### src/rtl/qr_seq_pkg.sv
package qr_seq_pkg;

  typedef enum logic [1:0] {
    ST_OFF  = 2'd0,
    ST_ON   = 2'd1,
    ST_VLY  = 2'd2,
    ST_HALT = 2'd3
  } qr_state_t;

  // Duration in ns -> clock cycles, rounded up so a minimum is never shortened.
  function automatic int unsigned ns_to_cyc(input int unsigned ns, input int unsigned mhz);
    return (ns * mhz + 999) / 1000;
  endfunction

  // Valley wait applied after a counted zero crossing.
  function automatic int unsigned valley_cycles(input int unsigned unit_cnt);
    return 2 * unit_cnt;
  endfunction

  function automatic int unsigned max2(input int unsigned a, input int unsigned b);
    return (a > b) ? a : b;
  endfunction

endpackage

### src/rtl/qr_mode_decode.sv
module qr_mode_decode (
  input  logic [1:0] mode_sel,
  output logic       use_cot,
  output logic       isolated,
  output logic       reserved
);
  // 00: COT isolated, 01: PCM isolated, 10: COT non-isolated, 11: reserved
  always_comb begin
    reserved = (mode_sel == 2'b11);
    use_cot  = !mode_sel[0];
    isolated = !mode_sel[1];
  end
endmodule

### src/rtl/qr_zcd_track.sv
module qr_zcd_track (
  input  logic clk,
  input  logic rst_n,
  input  logic en,
  input  logic above_arm,
  input  logic below_trig,
  output logic trig_valid
);
  logic armed;

  assign trig_valid = en && armed && below_trig;

  always_ff @(posedge clk or negedge rst_n) begin
    if (!rst_n)          armed <= 1'b0;
    else if (!en)        armed <= 1'b0;
    else if (trig_valid) armed <= 1'b0;
    else if (above_arm)  armed <= 1'b1;
  end


  rearm_needed_chk: assert property (@(posedge clk) disable iff (!rst_n)
    trig_valid |=> !armed);


  arm_only_when_enabled_chk: assert property (@(posedge clk) disable iff (!rst_n)
    !en |=> !armed);
endmodule

### src/rtl/qr_cycle_seq.sv
module qr_cycle_seq
  import qr_seq_pkg::*;
#(
  parameter int unsigned CLK_MHZ     = 100,
  parameter int unsigned TON_MIN_NS  = 540,
  parameter int unsigned TON_MAX_NS  = 44000,
  parameter int unsigned TOFF_MIN_NS = 1500,
  parameter int unsigned TOFF_MAX_NS = 70000,
  parameter int unsigned LF_TON_NS   = 1500,
  parameter int unsigned LF_TOFF_NS  = 72000,
  parameter int unsigned BLANK_CYC   = 20,
  parameter int unsigned DLY_W       = 8
) (
  input  logic             clk,
  input  logic             rst_n,
  input  logic [1:0]       mode_sel,
  input  logic             lf_mode,
  input  logic             zcd_above_arm,
  input  logic             zcd_below_trig,
  input  logic             ramp_hit,
  input  logic             ipk_hit,
  input  logic             oc_iso,
  input  logic             oc_niso,
  input  logic [DLY_W-1:0] dly_cnt,
  output logic             gate_o,
  output logic             off_stb_o,
  output logic             zc_stb_o
);
  localparam int unsigned TON_MIN_C  = ns_to_cyc(TON_MIN_NS, CLK_MHZ);
  localparam int unsigned TON_MAX_C  = ns_to_cyc(TON_MAX_NS, CLK_MHZ);
  localparam int unsigned TOFF_MIN_C = ns_to_cyc(TOFF_MIN_NS, CLK_MHZ);
  localparam int unsigned TOFF_MAX_C = ns_to_cyc(TOFF_MAX_NS, CLK_MHZ);
  localparam int unsigned LF_TON_C   = ns_to_cyc(LF_TON_NS, CLK_MHZ);
  localparam int unsigned LF_TOFF_C  = ns_to_cyc(LF_TOFF_NS, CLK_MHZ);
  localparam int unsigned VLY_MAX_C  = valley_cycles((1 << DLY_W) - 1);
  localparam int unsigned ON_CEIL_C  = max2(TON_MAX_C, LF_TON_C);
  localparam int unsigned OFF_CEIL_C = max2(TOFF_MAX_C, LF_TOFF_C);
  localparam int unsigned LIM_C      = max2(max2(ON_CEIL_C, OFF_CEIL_C), max2(VLY_MAX_C, BLANK_CYC));
  localparam int          CW         = $clog2(LIM_C + 1);

  localparam logic [CW-1:0] TON_MIN_M1  = CW'(TON_MIN_C - 1);
  localparam logic [CW-1:0] TON_MAX_M1  = CW'(TON_MAX_C - 1);
  localparam logic [CW-1:0] TOFF_MIN_M1 = CW'(TOFF_MIN_C - 1);
  localparam logic [CW-1:0] TOFF_MAX_M1 = CW'(TOFF_MAX_C - 1);
  localparam logic [CW-1:0] LF_TON_M1   = CW'(LF_TON_C - 1);
  localparam logic [CW-1:0] LF_TOFF_M1  = CW'(LF_TOFF_C - 1);
  localparam logic [CW-1:0] ON_CEIL_M1  = CW'(ON_CEIL_C - 1);
  localparam logic [CW-1:0] OFF_CEIL_M1 = CW'(OFF_CEIL_C - 1);
  localparam logic [CW-1:0] BLANK_LIM   = CW'(BLANK_CYC);

  qr_state_t     st, st_nx;
  logic [CW-1:0] cnt, cnt_p1, vly_len;
  logic          zc_seen;

  // Named internal events, used by the assertions below.
  logic dec_cot, dec_iso, dec_res;
  logic trig_valid;
  logic blank_done, oc_sel, oc_hit, loop_end, on_done;
  logic zc_ok, off_zc_done, off_to, vly_done;

  qr_mode_decode u_dec (
    .mode_sel (mode_sel),
    .use_cot  (dec_cot),
    .isolated (dec_iso),
    .reserved (dec_res)
  );

  qr_zcd_track u_zcd (
    .clk        (clk),
    .rst_n      (rst_n),
    .en         (st == ST_OFF),
    .above_arm  (zcd_above_arm),
    .below_trig (zcd_below_trig),
    .trig_valid (trig_valid)
  );

  assign cnt_p1  = cnt + 1'b1;
  assign vly_len = CW'({dly_cnt, 1'b0});

  always_comb begin
    blank_done  = (cnt >= BLANK_LIM);
    oc_sel      = dec_iso ? oc_iso : oc_niso;
    oc_hit      = blank_done && oc_sel;
    loop_end    = dec_cot ? ramp_hit : (blank_done && ipk_hit);
    on_done     = lf_mode ? (cnt >= LF_TON_M1)
                          : ((cnt >= TON_MAX_M1) || ((cnt >= TON_MIN_M1) && loop_end));
    zc_ok       = zc_seen || trig_valid;
    off_zc_done = !lf_mode && zc_ok && (cnt >= TOFF_MIN_M1);
    off_to      = lf_mode ? (cnt >= LF_TOFF_M1) : (cnt >= TOFF_MAX_M1);
    vly_done    = (cnt_p1 >= vly_len);
  end

  always_comb begin
    st_nx = st;
    if (dec_res) begin
      st_nx = ST_HALT;
    end else begin
      case (st)
        ST_HALT: st_nx = ST_OFF;
        ST_ON:   if (oc_hit || on_done) st_nx = ST_OFF;
        ST_OFF: begin
          if (off_zc_done)  st_nx = (dly_cnt == '0) ? ST_ON : ST_VLY;
          else if (off_to)  st_nx = ST_ON;
        end
        ST_VLY:  if (vly_done) st_nx = ST_ON;
        default: st_nx = ST_OFF;
      endcase
    end
  end

  always_ff @(posedge clk or negedge rst_n) begin
    if (!rst_n) begin
      st        <= ST_OFF;
      cnt       <= '0;
      zc_seen   <= 1'b0;
      off_stb_o <= 1'b0;
      zc_stb_o  <= 1'b0;
    end else begin
      st        <= st_nx;
      cnt       <= ((st_nx != st) || (st_nx == ST_HALT)) ? '0 : cnt_p1;
      zc_seen   <= (st == ST_OFF) && (st_nx == ST_OFF) && zc_ok;
      off_stb_o <= (st == ST_ON) && (st_nx != ST_ON);
      zc_stb_o  <= trig_valid;
    end
  end

  assign gate_o = (st == ST_ON);


  on_ceiling_chk: assert property (@(posedge clk) disable iff (!rst_n)
    (st == ST_ON) |-> (cnt <= ON_CEIL_M1));


  on_floor_chk: assert property (@(posedge clk) disable iff (!rst_n)
    ((st == ST_ON) && (st_nx == ST_OFF) && !oc_hit && !lf_mode) |-> (cnt >= TON_MIN_M1));


  off_ceiling_chk: assert property (@(posedge clk) disable iff (!rst_n)
    (st == ST_OFF) |-> (cnt <= OFF_CEIL_M1));


  reserved_off_chk: assert property (@(posedge clk) disable iff (!rst_n)
    dec_res |=> !gate_o);


  fall_strobe_chk: assert property (@(posedge clk) disable iff (!rst_n)
    $fell(gate_o) |-> off_stb_o);


  strobe_single_chk: assert property (@(posedge clk) disable iff (!rst_n)
    off_stb_o |=> !off_stb_o);
endmodule

### config.mk
export PLATFORM = sky130hd
export DESIGN_NAME = qr_cycle_seq
export DESIGN_NICKNAME = d
export VERILOG_FILES = /design/src/rtl/qr_seq_pkg.sv /design/src/rtl/qr_mode_decode.sv /design/src/rtl/qr_zcd_track.sv /design/src/rtl/qr_cycle_seq.sv
export SDC_FILE = /design/constraint.sdc
export NUM_CORES = 1
export LEC_CHECK = 0
export BUFFER_PORTS_ARGS = -buffer_cell sky130_fd_sc_hd__buf_2
export CAP_MARGIN = 5
export CELL_PAD_IN_SITES_DETAIL_PLACEMENT = 0
export CELL_PAD_IN_SITES_GLOBAL_PLACEMENT = 1
export CORE_MARGIN = 4
export CORE_UTILIZATION = 46
export DETAILED_ROUTE_END_ITERATION = 8
export PLACE_DENSITY_LB_ADDON = 0.1
export REMOVE_ABC_BUFFERS = 1
export SLEW_MARGIN = 20
export SYNTH_ARGS = -nofsm -noshare
export SYNTH_HDL_FRONTEND = slang
export SYNTH_SLANG_ARGS = --single-unit
### constraint.sdc
create_clock -name clk -period 7.1 [get_ports clk]
set_clock_uncertainty 0.05 [all_clocks]
set_input_delay 1.775 -clock clk [delete_from_list [all_inputs] [get_ports clk]]
set_output_delay 1.775 -clock clk [all_outputs]
set_load 0.02 [all_outputs]
==> results of run 1 <==
## cell usage after synthesis (2+ instances only)
master	instances
nand2b_1	2
buf_6	5
nor3_1	7
buf_2	3
nor4_1	5
dfrtp_1	19
or3_1	2
o2111ai_1	2
nor2b_1	3
mux2i_1	4
and3_2	2
and4_1	3
nor2_1	10
nand2_1	12
nor2_2	9
xnor2_1	7
nand4_1	2
nand3_1	7
a21oi_1	7
o21ai_0	8
xor2_1	5
clkbuf_1	3
or4_1	2
inv_1	21
ha_1	11
or2_2	2
a21boi_1	2
## cells in the final DEF, fill, tap and decap left out, types with 7 or more instances in the layout
| master | synthesis | layout |
|---|---|---|
| inv_1 | 21 | 21 |
| nor2_2 | 9 | 9 |
| xnor2_1 | 7 | 7 |
| nand2_1 | 12 | 12 |
| buf_2 | 3 | 21 |
| o21ai_0 | 8 | 8 |
| nand3_1 | 7 | 7 |
| dfrtp_1 | 19 | 19 |
| nor2_1 | 10 | 10 |
| nor3_1 | 7 | 7 |
| a21oi_1 | 7 | 7 |
| ha_1 | 11 | 11 |
## path summary, 6_finish.rpt
| kind | start | end | slack, ns | depth (start not counted) |
|---|---|---|---|---|
| min in group asynchronous | rst_n | off_stb_o | 1.33 | 1 |
| min reg2reg | st[0] | u_zcd.armed | 0.50 | 1 |
| max reg2reg | cnt[0] | cnt[5] | 3.64 | 11 |
| min | st[0] | u_zcd.armed | 0.50 | 1 |
| max | dly_cnt[7] | cnt[5] | 3.45 | 9 |
| max in group asynchronous | rst_n | cnt[9] | 5.37 | 1 |
## critical path, stage by stage
cell and delay, ns:
buf_2 0.09, inv_1 0.04, ha_1 0.28, nand2_1 0.07, o21ai_0 0.26, and4b_1 0.27, a221oi_2 0.68, buf_4 0.28
nor2_2 0.04
## registers in the layout, indices dropped and copies added, names as in the netlist
signal       flops
cnt             13
zc_stb_o         1
u_zcd.armed      1
st               2
off_stb_o        1
zc_seen          1
## layer usage
layer | up-vias | part of all wire, %
met1 | 616 | 47
met3 | 2 | 6.7
met4 | 0 | 0.75
met5 | - | 0
met2 | 43 | 46
li1 | 682 | -
## final cells by class
type / instances / area (um2) / share of cell area [%]
well taps: 46 / 57.56 / 3.380
inverters: 21 / 78.83 / 4.629
repair buffers: 22 / 112.6 / 6.613
flip-flops and latches: 19 / 475.5 / 27.92
multi-input cells: 133 / 950.9 / 55.84
clock inverters: 1 / 5.005 / 0.2939
clock buffers: 3 / 22.52 / 1.323
## cells by family (layout without fill, tap and decap cells)
| group | Yosys count | count (layout) | share of synthesized area [%] |
|---|---|---|---|
| and+or+nand+nor | 73 | 73 | 25.86 |
| AOI/OAI and AO/OA | 33 | 33 | 16.12 |
| buffers and inverters | 33 | 47 | 10.38 |
| DFF | 19 | 19 | 29.87 |
| xor gates and xnor gates | 12 | 12 | 6.604 |
| adders and majority gates | 11 | 11 | 8.648 |
| muxes | 4 | 4 | 2.516 |
## power by group through the flow
stage               combinational, mW  clock, mW  sequential (mW)
CTS                            0.0897     0.0580            0.134
global placement               0.0845          0            0.136
floorplan                      0.0594          0            0.134
detailed placement             0.0891          0            0.136
global route                   0.0995     0.0630            0.138
finish                         0.0871     0.0562            0.135
==> impl_metrics.env, run 1 <==
export IMPL_p_sw_share_pct=36.77
export IMPL_ys_ff_latch=19
export IMPL_die_area_um2=4465
export IMPL_placeableCoreArea_um2=3337
export IMPL_rsz0062_at_grt="false"
export IMPL_top_usage_layer="met2"
export IMPL_antenna_found_initial=0
export IMPL_place_ws_ns=3.090
export IMPL_h_tree_depth=1
export IMPL_hpwlAfterDp_um=2852
export IMPL_cts_resized=0
export IMPL_drtPass1Iterations=4
export IMPL_vias=1343
export IMPL_first_iter_violations=130
export IMPL_grt_use_total_pct=17.98
export IMPL_overflow=0
export IMPL_avgSynthCellArea_um2=8.603
export IMPL_cp_start_kind="input port"
export IMPL_post_drt_via_cell_ratio=5.482
export IMPL_wl_um=3611
export IMPL_fin_cells=245
export IMPL_synth_cell_types=47
export IMPL_synth_ff_type="dfrtp_1"
export IMPL_grt_max_degree=20
export IMPL_async_flop_share_pct=100.0
export IMPL_clk_path_buf_depth=2
export IMPL_synth_top_area_share_pct=29.87
export IMPL_num_io_pins=22
export IMPL_clkSlewWorstSetupHoldPaths_ns=0.12
export IMPL_dp_cells=241
export IMPL_cts_made_buffers=3
export IMPL_drc=0
export IMPL_die_y_um=66.82
export IMPL_pwr_share_comb_pct=31.3
export IMPL_worstMarginPinSlew_ns=0.7995
export IMPL_io_buffer_count=21
export IMPL_holdBufCountCts=0
export IMPL_fin_crit_sh_pct=51.41
export IMPL_use_met1_pct=24.92
export IMPL_critPathCaptureType="flip-flop"
export IMPL_cp_required_ns=7.24
export IMPL_ir_drop_v=0.00009895
export IMPL_intPower_mw=0.1758
export IMPL_power_mw=0.2780
export IMPL_clockRootBuffer="clkbuf_4"
export IMPL_wire_per_inst_um=14.74
export IMPL_post_dp_cell_area_um2=1675
export IMPL_cts_sinks=19
export IMPL_clkPwrFrac_pct=20.2
export IMPL_grt_pass1_vias=1316
export IMPL_grt_first_pass_wirelength_um=6127
export IMPL_cts_setup_buffers=0
export IMPL_routabilityCongestion=0.8471
export IMPL_die_w_um=66.82
export IMPL_worst_slack_ns=3.450
export IMPL_arrival_ns=3.79
export IMPL_nets=230
export IMPL_setup_violations=0
export IMPL_use_met2_pct=29.33
export IMPL_hold_viol_final=0
export IMPL_path_max_fanout=9
export IMPL_cts_tree="built"
export IMPL_status="completed"
export IMPL_power_density_nw_per_um2=163.3
export IMPL_clkLatencyLatePin_ns=0.30
export IMPL_p_switching_mw=0.1022
export IMPL_antenna_left=0
export IMPL_tns_ns=0
export IMPL_final_core_util_pct=51.03
export IMPL_p_seq_share_pct=48.5
export IMPL_syn_to_final_growth_pct=6.997
export IMPL_met3_usage_pct=1.855
export IMPL_min_path_type="reg -> reg"
export IMPL_yosys_warnings=0
export IMPL_syn_instance_count=185
export IMPL_drive_gt1_share_pct=22.11
export IMPL_synth_area_leader_cell="dfrtp_1"
export IMPL_slew_headroom_pct=46.70
export IMPL_worstSetupPathType="in -> reg"
export IMPL_clock_fmax_mhz=274.0
export IMPL_diodes=0
export IMPL_final_area_um2=1703
export IMPL_yosysSeqAreaShare_pct=29.87
export IMPL_fillers=351
export IMPL_p_leak_nw=0.8072
export IMPL_start_util_pct=47.69
export IMPL_synth_area_leaders="dfrtp_1, ha_1, inv_1, xnor2_1, buf_6"
export IMPL_rows=21
export IMPL_synth_edf_count=0
export IMPL_timing_hold_ws_ns=0.4970
export IMPL_synth_area_um2=1592
export IMPL_cap_viol_max_count=0
export IMPL_fin_crit_ns=3.650
export IMPL_drv_slew=0
Note: power is estimated with default switching activity, not from simulation.
==> run 2: changes to the inputs <==
Settings changed: CORE_UTILIZATION 46 to 43.
Clock period 7.1 ns to 3.7 ns, I/O delays scaled along.
==> run 2 against run 1 <==
Worst setup slack lost 2.8 ns; global-route usage decreased by 0.98 points; total power up 110%; count of clock-buffer cells in the layout increased by 1; critical path type is now reg -> reg; core utilization down 1.0 points; via count rose by 2.5%; sequential share of layout area decreased by 0.28 points.
==> impl_metrics.env, run 2 (same netlist as run 1, synthesis figures left out) <==
export IMPL_syn_to_final_growth_pct=8.098
export IMPL_met2WireLength_um=1697
export IMPL_grt_max_degree=20
export IMPL_hold_viol_final=0
export IMPL_power_density_nw_per_um2=335.1
export IMPL_top_regs="cnt x13, st x2"
export IMPL_drtPass1Iterations=4
export IMPL_cp_slowest_cell="dfrtp_1"
export IMPL_die_w_um=68.84
export IMPL_intPower_mw=0.3726
export IMPL_grt_pass1_vias=1319
export IMPL_p_sw_share_pct=35.38
export IMPL_cp_required_ns=3.79
export IMPL_path_cells="ha_1 -> and4_1 -> nand2_1 -> xor2_1 -> inv_1 -> ha_1 -> a21oi_1 -> o21ai_0 -> and4b_1 -> a221oi_2 -> buf_4 -> nor2_1"
export IMPL_drive_gt1_share_pct=21.61
export IMPL_setup_violations=0
export IMPL_first_iter_violations=156
export IMPL_nets=230
export IMPL_status="completed"
export IMPL_drt_met1_wl_um=1741
export IMPL_io_buffer_count=21
export IMPL_path_delay_family="simple AND/OR/NAND/NOR gates"
export IMPL_grt_first_pass_wirelength_um=5989
export IMPL_pwr_share_comb_pct=29.5
export IMPL_dr_wl_met3_um=153
export IMPL_wire_per_inst_um=14.81
export IMPL_worstMarginPinSlew_ns=0.4525
export IMPL_rsz0062_at_grt="false"
export IMPL_final_cell_mix="inv_1, buf_2, dfrtp_1, nand2_1, ha_1"
export IMPL_p_leak_nw=0.8123
export IMPL_holdBufCountCts=0
export IMPL_worst_slack_ns=0.6907
export IMPL_fillers=353
export IMPL_largest_register_ffs=13
export IMPL_antenna_found_initial=0
export IMPL_post_dp_cell_area_um2=1675
export IMPL_top_layer_used="met4"
export IMPL_cp_start_kind="flip-flop"
export IMPL_drc=0
export IMPL_path_common_cell="ha_1"
export IMPL_post_drt_via_cell_ratio=5.620
export IMPL_clock_fmax_mhz=332.3
export IMPL_worstSetupPathType="reg -> reg"
export IMPL_wl_um=3628
export IMPL_placeableCoreArea_um2=3442
export IMPL_clockRootBuffer="clkbuf_8"
export IMPL_diodes=0
export IMPL_cap_viol_max_count=0
export IMPL_final_area_um2=1720
export IMPL_grt_use_total_pct=16.99
export IMPL_drv_slew=0
export IMPL_die_area_um2=4738
export IMPL_fin_crit_ns=3.009
export IMPL_cts_resized=0
export IMPL_cts_sinks=19
export IMPL_antenna_left=0
export IMPL_rows=21
export IMPL_path_max_fanout=13
export IMPL_fin_crit_sh_pct=81.33
export IMPL_clk_path_buf_depth=2
export IMPL_largest_register="cnt"
export IMPL_p_switching_mw=0.2040
export IMPL_cts_setup_buffers=0
export IMPL_routabilityCongestion=0.9061
export IMPL_cts_tree="built"
export IMPL_critPathBufInv=2
export IMPL_min_path_type="reg -> reg"
export IMPL_ir_drop_v=0.0001698
export IMPL_cp_slowest_stage_delay_ns=0.50
export IMPL_clkPwrFrac_pct=25.7
export IMPL_overflow=0
export IMPL_place_ws_ns=0.7211
export IMPL_cts_made_buffers=3
export IMPL_vias=1377
export IMPL_clkLatencyLatePin_ns=0.25
export IMPL_h_tree_depth=1
export IMPL_clkSlewWorstSetupHoldPaths_ns=0.07
export IMPL_slew_headroom_pct=69.60
export IMPL_hpwlAfterDp_um=2781
export IMPL_arrival_ns=3.10
export IMPL_die_y_um=68.84
export IMPL_p_seq_share_pct=44.8
export IMPL_critPathCaptureType="flip-flop"
export IMPL_start_util_pct=46.24
export IMPL_num_io_pins=22
export IMPL_tns_ns=0
run 2: cell count changes in the layout (fill, tap and decap cells not counted):
cell      before  now
clkbuf_1       0    1
clkbuf_4       3    0
clkinv_2       1    0
clkbuf_8       0    3
run 2: power by group through the flow:
| stage | combinational (mW) | clock (mW) | sequential, mW |
|---|---|---|---|
| after floorplan | 0.114 | 0 | 0.257 |
| after global placement | 0.166 | 0 | 0.261 |
| after detailed placement | 0.171 | 0 | 0.262 |
| after CTS | 0.172 | 0.149 | 0.258 |
| after global routing | 0.191 | 0.161 | 0.263 |
| final | 0.170 | 0.148 | 0.258 |
run 2: worst min-delay path: cells and delay by family, from the launching register on:
kind	cells	cell delay [ns]
flip-flops	1	0.35
AND/OR/NAND/NOR	1	0.10
AO/OA/AOI/OAI	1	0.05
run 2: path summary, 6_finish.rpt:
kind                            cells past startpoint  slack (ns)    start  endpoint
worst max-delay path                               12        0.69   cnt[0]   cnt[10]
worst min register to register                      2        0.49  zc_seen   zc_seen
min in group asynchronous                           1        0.56    rst_n  zc_stb_o
worst max register to register                     12        0.69   cnt[0]   cnt[10]
worst min-delay path                                2        0.49  zc_seen   zc_seen
max in group asynchronous                           1        2.73    rst_n    cnt[8]
run 2: per-layer routing:
metal  track usage (%)  vias to the layer above
li1                  -                      674
met1             22.98                      670
met2             28.72                       31
met3             1.459                        2
met4             5.109                        0
met5                 0                        -
run 2: through the flow:
| step | utilization (%) | power (mW) | std cells | hold WS [ns] |
|---|---|---|---|---|
| after floorplan | - | 0.3707 | 173 | 0.4349 |
| after global placement | 48.67 | 0.4265 | 241 | 0.4646 |
| after detailed placement | 48.67 | 0.4322 | 241 | 0.4713 |
| after CTS | 49.98 | 0.5788 | 245 | 0.4935 |
| after global routing | 49.98 | 0.6145 | 245 | 0.5038 |
| final | 49.98 | 0.5766 | 245 | 0.4918 |
run 2: final cells by class:
cell class,count,area [um2],share of cell area [%]
timing repair buffer,22,112.6,6.545
clock buffer,4,45.04,2.618
tap,46,57.56,3.345
sequential,19,475.5,27.64
multi-input combinational,133,950.9,55.27
inverter,21,78.83,4.582
==> run 3: changes to the inputs <==
Clock period 3.7 ns to 2.8 ns, I/O delays scaled along.
==> run 3 against run 2 <==
Die area stayed put; non-clock buffer count is 20 higher; sequential cell count stayed put; sequential share of layout area is 2.5 points lower; clock power is 32% higher; critical endpoint is now cnt[12]; largest power group unchanged; highest routed layer unchanged.
==> impl_metrics.env, run 3 (same netlist as run 1, synthesis figures left out) <==
export IMPL_drtPass1Iterations=4
export IMPL_post_drt_via_cell_ratio=5.328
export IMPL_cp_slowest_cell="or4_1"
export IMPL_use_met1_pct=21.22
export IMPL_grt_pass1_vias=1324
export IMPL_drv_slew=0
export IMPL_intPower_mw=0.5339
export IMPL_fin_crit_sh_pct=94.37
export IMPL_p_leak_nw=0.9161
export IMPL_slew_headroom_pct=68.25
export IMPL_p_sw_share_pct=34.26
export IMPL_overflow=0
export IMPL_clock_fmax_mhz=378.5
export IMPL_rows=21
export IMPL_start_util_pct=46.24
export IMPL_io_buffer_count=21
export IMPL_cp_slowest_stage_delay_ns=0.47
export IMPL_holdBufCountCts=0
export IMPL_drc=0
export IMPL_arrival_ns=2.79
export IMPL_hold_viol_final=0
export IMPL_clkLatencyLatePin_ns=0.26
export IMPL_h_tree_depth=1
export IMPL_grt_first_pass_wirelength_um=5982
export IMPL_min_path_type="in -> async"
export IMPL_largest_register="cnt"
export IMPL_grt_use_total_pct=16.90
export IMPL_antenna_left=0
export IMPL_hpwlAfterDp_um=2831
export IMPL_largest_register_ffs=13
export IMPL_p_switching_mw=0.2783
export IMPL_top_regs="cnt x13, st x2"
export IMPL_clk_path_buf_depth=2
export IMPL_final_core_util_pct=55.40
export IMPL_ir_drop_v=0.0003178
export IMPL_p_seq_share_pct=41.7
export IMPL_worstMarginPinSlew_ns=0.4643
export IMPL_worstSetupPathType="reg -> reg"
export IMPL_cp_start_kind="flip-flop"
export IMPL_routabilityCongestion=0.8676
export IMPL_path_max_fanout=6
export IMPL_wl_um=3568
export IMPL_cap_viol_max_count=0
export IMPL_vias=1412
export IMPL_clkSlewWorstSetupHoldPaths_ns=0.07
export IMPL_use_met2_pct=29.44
export IMPL_syn_to_final_growth_pct=19.81
export IMPL_setup_violations=0
export IMPL_worst_slack_ns=0.1578
export IMPL_placeableCoreArea_um2=3442
export IMPL_status="completed"
export IMPL_grt_max_degree=20
export IMPL_first_iter_violations=47
export IMPL_die_area_um2=4738
export IMPL_clockRootBuffer="clkbuf_8"
export IMPL_critPathCaptureType="flip-flop"
export IMPL_drive_gt1_share_pct=31.96
export IMPL_num_io_pins=22
export IMPL_die_y_um=68.84
export IMPL_path_cells="buf_4 -> ha_1 -> or4_1 -> a211oi_2 -> nor2_1 -> a2111oi_4 -> a221oi_2 -> buf_4 -> nor2_1"
export IMPL_fin_crit_ns=2.642
export IMPL_diodes=0
export IMPL_cts_tree="built"
export IMPL_nets=250
export IMPL_place_ws_ns=-0.02380
export IMPL_met3_usage_pct=2.269
export IMPL_cts_sinks=19
export IMPL_pwr_share_comb_pct=34.3
export IMPL_power_density_nw_per_um2=425.9
export IMPL_antenna_found_initial=0
export IMPL_cts_made_buffers=3
export IMPL_final_cell_mix="inv_1, buf_2, buf_4, dfrtp_1, nand2_1"
export IMPL_cp_required_ns=2.95
export IMPL_clkPwrFrac_pct=24.0
export IMPL_die_w_um=68.84
export IMPL_top_usage_layer="met2"
export IMPL_wire_per_inst_um=13.46
==> run 3: final timing paths <==
check / depth (start not counted) / endpoint / slack [ns] / start
worst max-delay path: 9 / cnt[12] / 0.16 / cnt[0]
worst min-delay path: 1 / u_zcd.armed / 0.32 / rst_n
worst max register to register: 9 / cnt[12] / 0.16 / cnt[0]
worst min register to register: 1 / u_zcd.armed / 0.50 / st[0]
max in group asynchronous: 1 / cnt[2] / 2.06 / rst_n
min in group clk: 1 / u_zcd.armed / 0.50 / st[0]
==> run 3: final cells by class <==
cell class / count / area (um2)
well taps: 46 / 57.56
clock inverters: 1 / 5.005
multi-input cells: 133 / 978.4
flip-flops and latches: 19 / 479.2
clock buffers: 3 / 41.29
repair buffers: 42 / 266.5
fillers: 329 / 1535
inverters: 21 / 78.83
==> run 3: power by group through the flow <==
stage	Combinational (mW)	Sequential [mW]	Clock [mW]
CTS	0.268	0.331	0.200
global placement	0.260	0.335	0
finish	0.278	0.339	0.195
floorplan	0.151	0.339	0
global route	0.311	0.345	0.208
detailed placement	0.262	0.337	0
==> run 3: what timing repair did <==
action / in CTS / in global routing
endpoints found under the setup margin: 9 / 14
gates cloned: 0 / 0
pin swaps: 0 / 5
gates resized for setup: 2 / 7
setup buffers: 0 / 2
==> run 3: layer usage <==
layer / up-vias / part of all wire (%) / routed length, um
met2: 48 / 47 / 1677
met5: - / 0 / 0
met3: 5 / 5.9 / 209
li1: 717 / - / -
met4: 0 / 1.6 / 57
met1: 642 / 45 / 1623
==> run 3: metrics by stage <==
| step | power (mW) | hold WS [ns] | instance area [um2] | cells | TNS, ns |
|---|---|---|---|---|---|
| final | 0.8122 | 0.3163 | 1907 | 265 | 0 |
| after global routing | 0.8641 | 0.3563 | 1907 | 265 | -0.1289 |
| after detailed placement | 0.5983 | 0.4942 | 1810 | 259 | -0.08631 |
| after CTS | 0.7987 | 0.3376 | 1868 | 263 | 0 |
| after floorplan | 0.4899 | 0.3544 | 1505 | 173 | -1.822 |
| after global placement | 0.5951 | 0.4566 | 1810 | 259 | 0 |
==> run 3: worst max-delay path: cells and delay by family (launching register included) <==
kind,cells,cell delay [ns]
AND/OR/NAND/NOR,3,0.69
AO/OA/AOI/OAI,3,0.87
adder cells (fa/ha/maj),1,0.18
buffers and inverters,2,0.36
flip-flops,1,0.43
